[src/rtl/poll_arb_pkg.sv]
package poll_arb_pkg;

    // Controller phase: stepping through unit numbers, or parked on an owner
    typedef enum logic [0:0] {
        PH_SCAN = 1'b0,
        PH_PARK = 1'b1
    } poll_phase_e;

    // Per-unit registered state
    typedef struct packed {
        logic owns;
    } unit_reg_t;

endpackage

[src/rtl/poll_ctrl.sv]
module poll_ctrl
    import poll_arb_pkg::*;
#(
    parameter int UNITS = 8,
    parameter int CNT_W = 3
) (
    input  logic             clk,
    input  logic             rst_n,
    input  logic             any_req_i,
    input  logic             busy_i,
    output logic [CNT_W-1:0] cnt_o,
    output logic             open_o
);

    localparam logic [CNT_W-1:0] LAST = CNT_W'(UNITS - 1);

    typedef struct packed {
        poll_phase_e      phase;
        logic [CNT_W-1:0] cnt;
    } ctrl_reg_t;

    ctrl_reg_t r_d, r_q;
    logic [CNT_W-1:0] cnt_next;

    always_comb begin
        cnt_next = (r_q.cnt == LAST) ? '0 : r_q.cnt + CNT_W'(1);
    end

    always_comb begin
        r_d = r_q;
        unique case (r_q.phase)
            PH_SCAN: begin
                if (any_req_i) begin
                    r_d.phase = PH_PARK;
                end else begin
                    r_d.cnt = cnt_next;
                end
            end
            PH_PARK: begin
                if (!busy_i) begin
                    r_d.phase = PH_SCAN;
                    r_d.cnt   = cnt_next;
                end
            end
            default: r_d.phase = PH_SCAN;
        endcase
    end

    always_ff @(posedge clk or negedge rst_n) begin
        if (!rst_n) begin
            r_q.phase <= PH_SCAN;
            r_q.cnt   <= '0;
        end else begin
            r_q <= r_d;
        end
    end

    assign cnt_o  = r_q.cnt;
    assign open_o = (r_q.phase == PH_SCAN) && !busy_i;


    park_hold_chk: assert property (@(posedge clk) disable iff (!rst_n)
        (r_q.phase == PH_PARK && busy_i) |=> (cnt_o == $past(cnt_o)));


    range_chk: assert property (@(posedge clk) disable iff (!rst_n)
        cnt_o <= LAST);

endmodule

[src/rtl/poll_unit.sv]
module poll_unit
    import poll_arb_pkg::*;
#(
    parameter int UNITS = 8,
    parameter int CNT_W = 3,
    parameter int ID    = 0
) (
    input  logic             clk,
    input  logic             rst_n,
    input  logic             want_i,
    input  logic             done_i,
    input  logic [CNT_W-1:0] poll_cnt_i,
    input  logic             open_i,
    output logic             req_o,
    output logic             owns_o
);

    localparam logic [CNT_W-1:0] MY_NUM = CNT_W'(ID);

    unit_reg_t u_d, u_q;
    logic      polled;

    always_comb begin
        polled = (poll_cnt_i == MY_NUM);
        req_o  = want_i && open_i && polled;
        u_d    = u_q;
        if (req_o) begin
            u_d.owns = 1'b1;
        end else if (u_q.owns && done_i) begin
            u_d.owns = 1'b0;
        end
    end

    always_ff @(posedge clk or negedge rst_n) begin
        if (!rst_n) begin
            u_q.owns <= 1'b0;
        end else begin
            u_q <= u_d;
        end
    end

    assign owns_o = u_q.owns;


    claim_takes_chk: assert property (@(posedge clk) disable iff (!rst_n)
        req_o |=> owns_o);


    owner_keeps_chk: assert property (@(posedge clk) disable iff (!rst_n)
        (owns_o && !done_i) |=> owns_o);


    owner_drops_chk: assert property (@(posedge clk) disable iff (!rst_n)
        (owns_o && done_i) |=> !owns_o);

endmodule

[src/rtl/poll_arbiter.sv]
module poll_arbiter #(
    parameter  int UNITS = 8,
    localparam int CNT_W = (UNITS > 1) ? $clog2(UNITS) : 1
) (
    input  logic             clk,
    input  logic             rst_n,
    input  logic [UNITS-1:0] want_i,
    input  logic [UNITS-1:0] done_i,
    output logic [CNT_W-1:0] poll_cnt_o,
    output logic [UNITS-1:0] req_o,
    output logic             busy_o
);

    localparam logic [CNT_W-1:0] LAST = CNT_W'(UNITS - 1);

    logic [UNITS-1:0] owns;
    logic             open;
    logic             any_req;

    assign any_req = |req_o;
    assign busy_o  = |owns;

    poll_ctrl #(
        .UNITS (UNITS),
        .CNT_W (CNT_W)
    ) u_ctrl (
        .clk       (clk),
        .rst_n     (rst_n),
        .any_req_i (any_req),
        .busy_i    (busy_o),
        .cnt_o     (poll_cnt_o),
        .open_o    (open)
    );

    for (genvar gi = 0; gi < UNITS; gi++) begin : g_unit
        poll_unit #(
            .UNITS (UNITS),
            .CNT_W (CNT_W),
            .ID    (gi)
        ) u_unit (
            .clk        (clk),
            .rst_n      (rst_n),
            .want_i     (want_i[gi]),
            .done_i     (done_i[gi]),
            .poll_cnt_i (poll_cnt_o),
            .open_i     (open),
            .req_o      (req_o[gi]),
            .owns_o     (owns[gi])
        );


        req_match_chk: assert property (@(posedge clk) disable iff (!rst_n)
            req_o[gi] |-> (want_i[gi] && poll_cnt_o == CNT_W'(gi)));
    end

    function automatic logic [CNT_W-1:0] step(input logic [CNT_W-1:0] v);
        return (v == LAST) ? '0 : v + CNT_W'(1);
    endfunction


    idle_step_chk: assert property (@(posedge clk) disable iff (!rst_n)
        (!busy_o && req_o == '0) |=> (poll_cnt_o == step($past(poll_cnt_o))));


    freeze_chk: assert property (@(posedge clk) disable iff (!rst_n)
        (any_req || busy_o) |=> $stable(poll_cnt_o));


    resume_chk: assert property (@(posedge clk) disable iff (!rst_n)
        $fell(busy_o) |=> (poll_cnt_o == step($past(poll_cnt_o))));


    single_req_chk: assert property (@(posedge clk) disable iff (!rst_n)
        $onehot0(req_o));


    busy_quiet_chk: assert property (@(posedge clk) disable iff (!rst_n)
        busy_o |-> (req_o == '0));


    grant_busy_chk: assert property (@(posedge clk) disable iff (!rst_n)
        any_req |=> busy_o);


    single_owner_chk: assert property (@(posedge clk) disable iff (!rst_n)
        $onehot0(owns));

endmodule

[config.mk]
export PLATFORM = sky130hd
export DESIGN_NAME = poll_arbiter
export DESIGN_NICKNAME = d
export VERILOG_FILES = /design/src/rtl/poll_arb_pkg.sv /design/src/rtl/poll_ctrl.sv /design/src/rtl/poll_unit.sv /design/src/rtl/poll_arbiter.sv
export SDC_FILE = /design/constraint.sdc
export NUM_CORES = 1
export LEC_CHECK = 0
export ABC_AREA = 1
export BUFFER_PORTS_ARGS = -buffer_cell sky130_fd_sc_hd__buf_2
export CORE_AREA = 3 3 64 66
export CTS_CLUSTER_SIZE = 12
export DETAILED_ROUTE_END_ITERATION = 8
export DIE_AREA = 0 0 67 69
export PLACE_DENSITY_LB_ADDON = 0.05
export SETUP_SLACK_MARGIN = 0.1
export SLEW_MARGIN = 40
export SYNTH_ARGS = -nofsm -noshare
export SYNTH_HDL_FRONTEND = slang
export SYNTH_SLANG_ARGS = --single-unit
[constraint.sdc]
create_clock -name clk -period 2.8 [get_ports clk]
set_clock_uncertainty 0.05 [all_clocks]
set_input_delay 0.14 -clock clk [delete_from_list [all_inputs] [get_ports clk]]
set_output_delay 0.14 -clock clk [all_outputs]
set_load 0.01 [all_outputs]
==> results_dict.tcl <==
set metrics [dict create \
    status "finished clean" \
    first_pass_iters 2 \
    vias 722 \
    ys_ff_latch 12 \
    period_needed_ns 1.75 \
    power.internal_uw 692 \
    drive_above_1_share_pct 34.1 \
    area_growth_pct 21.3 \
    cap_viol_max_count 0 \
    p_switching_uw 658 \
    dieArea_mm2 0.00462 \
    final-setup-viol-count 0 \
    hold_path_class "in -> reg" \
    finalPower_uw 1350 \
    die_y_um 69 \
    yosysWarningCount 0 \
    ir_drop_v 0.000464 \
    synth_fp_nets 139 \
    dp_hpwl_mm 1.70 \
    core_area_mm2 0.00363 \
    synth_area_um2 881 \
    final_max_slew_viol_count 0 \
    gr-total-overflow 0 \
    clock-sinks 12 \
    crit_type "reg -> reg" \
    power_frac_comb_pct 62.6 \
    grt_pass1_wl_mm 3.33 \
    fin_area_mm2 0.00107 \
    final-seq-area_um2 300 \
    fin_setup_tns_ns 0 \
    drc 0 \
    clk_pin_slew_ns 0.06 \
    synth-seq-area-share_pct 34.1 \
    crit_chain "ha_1 -> ha_1 -> nand2_1 -> inv_1 -> o211ai_1 -> nand2_1 -> nor2_1 -> nand3_1 -> nand2_1" \
    mostFrequentLayoutCell "buf_2" \
    slowest_stage "dfrtp_1" \
    hold_viol_final 0 \
    diodes 0 \
    final_nets 163 \
    initial_core_util_pct 24.2 \
    p_clk_share_pct 14.2 \
    p_leak_uw 0.000647 \
    wire_per_inst_um 10.5 \
    synth_area_leaders "dfrtp_1 (34%), inv_1 (9.8%), buf_4 (9.4%)" \
    synth.distinct_cells 18 \
    worstMarginPinSlew_ns 0.303 \
    numCtsBuffers 3 \
    yosysTopAreaCellShare_pct 34.1 \
    netlist_instances 115 \
    finalCritPeriodShare_pct 62.6 \
    crit_top_cell "nand2_1" \
    die_x_um 67 \
    cts_max_level 1 \
    multi_input_area_um2 400 \
    wl_mm 1.96 \
    r2r_slack_ns 1.05 \
    cp.required_ns 2.93 \
    gp_congestion 0.786 \
    final_cell_mix "buf_2 (29), inv_1 (23), nand2_1 (20)" \
    routed_via_density 3.88 \
    cts_tree "done" \
    worstSetupEndpointType "flip-flop" \
    synth_top_area_cell "dfrtp_1" \
    p_sw_share_pct 48.7 \
    ant_nets 0 \
    insertion_delay_ns 0.24 \
    fill_cells 419 \
    cpPeakStageDelay_ns 0.43 \
    grt_pass1_vias 741 \
    rsz0062_at_grt "no" \
    cts_root_buf "clkbuf_8" \
    power_frac_seq_pct 23.1 \
    grt_max_degree 13 \
    pre_cts_ws_ns 1.05 \
    cts_buffer_depth 2 \
    cp_max_fo 6 \
    track_usage_pct 9.44 \
    startpoint_type "flip-flop" \
    power_density_mw_per_mm2 1260 \
    io_buffers 29 \
    syn_area_per_cell_um2 7.66 \
    antenna_found_initial 0 \
    fin_ws_ns 1.05 \
    placed_area_mm2 0.00100 \
    arrival_ns 1.88 \
    rows 22 \
    first_iter_violations 10 \
    max_freq_mhz 570 \
    max_slew_margin_pct 79.8 \
    num_io_pins 30 \
]
[layer usage]
layer  up-vias  track usage (%)  routed length (um)
met5         -                0                   0
met4         0             3.38                  18
met3         2             2.44                 115
met2        15             14.6                 919
met1       313             12.4                 905
li1        392                -                   -
[per-stage QoR]
stage	hold WS, ns	cells	utilization (%)
floorplan	-0.206	115	-
global route	0.00625	186	29.4
detailed placement	-0.00168	181	27.6
CTS	0.0118	186	29.4
finish	0.0189	186	29.4
global placement	0.00329	181	27.6
[timing repair]
action                                  4_1_cts  5_1_grt
hold buffers                                  1        0
hold endpoints to repair                     12        0
endpoints found under the setup margin        0        0
setup buffers                                 0        0
resized for setup                             0        0
[final cells by class]
class                      count  share of cell area [%]
sequential                    12                    28.1
timing repair buffer          30                    14.5
inverter                      26                    9.13
tap                           48                    5.62
clock buffer                   4                    5.15
multi-input combinational     66                    37.5
[cell usage after synthesis]
cell type / number
nor2_1: 9
nand2_1: 20
and3_4: 2
inv_1: 23
o21ai_0: 3
nor4_1: 1
nand3_4: 1
nor2_8: 1
o211ai_1: 3
nand2_2: 3
inv_2: 3
o21ai_1: 6
buf_4: 11
nor2_2: 3
ha_1: 6
dfrtp_1: 12
nand3_1: 7
nor3_2: 1
[final timing paths]
kind,startpoint,end,cells after the start
min,done_i[2],g_unit[2].u_unit.owns_o,2
min in group asynchronous,rst_n,g_unit[6].u_unit.owns_o,2
max reg2reg,u_ctrl.cnt_o[0],u_ctrl.cnt_o[1],9
max,u_ctrl.cnt_o[0],u_ctrl.cnt_o[1],9
max in group asynchronous,rst_n,g_unit[3].u_unit.owns_o,2
min reg2reg,g_unit[7].u_unit.owns_o,g_unit[7].u_unit.owns_o,2
[cells by family after synthesis]
family | Yosys count | share of synthesized area (%)
buffers and inverters | 37 | 20.5
flip-flops | 12 | 34.1
AND/OR/NAND/NOR | 48 | 29.3
AO/OA/AOI/OAI | 12 | 7.67
adder cells (fa/ha/maj) | 6 | 8.52
[flip-flops by register name, indices dropped and copies added (netlist names)]
signal	count
g_unit.u_unit.owns_o	8
u_ctrl.cnt_o	3
u_ctrl.r_q	1
[critical path, delay by kind of cell (launching register included)]
family	cells	cell delay (ns)
adder cells (fa/ha/maj)	2	0.47
AO/OA/AOI/OAI	1	0.16
AND/OR/NAND/NOR	5	0.53
buffers and inverters	1	0.05
flip-flops	1	0.43
[power by group through the flow]
stage          combinational (uW)  clock (uW)  sequential (uW)
2_1_floorplan                 709           0              304
3_3_place_gp                  879           0              315
3_5_place_dp                  861           0              317
4_1_cts                       865         201              313
5_1_grt                       966         207              325
6_report                      845         192              312
Power figures use the tool's default switching activity.
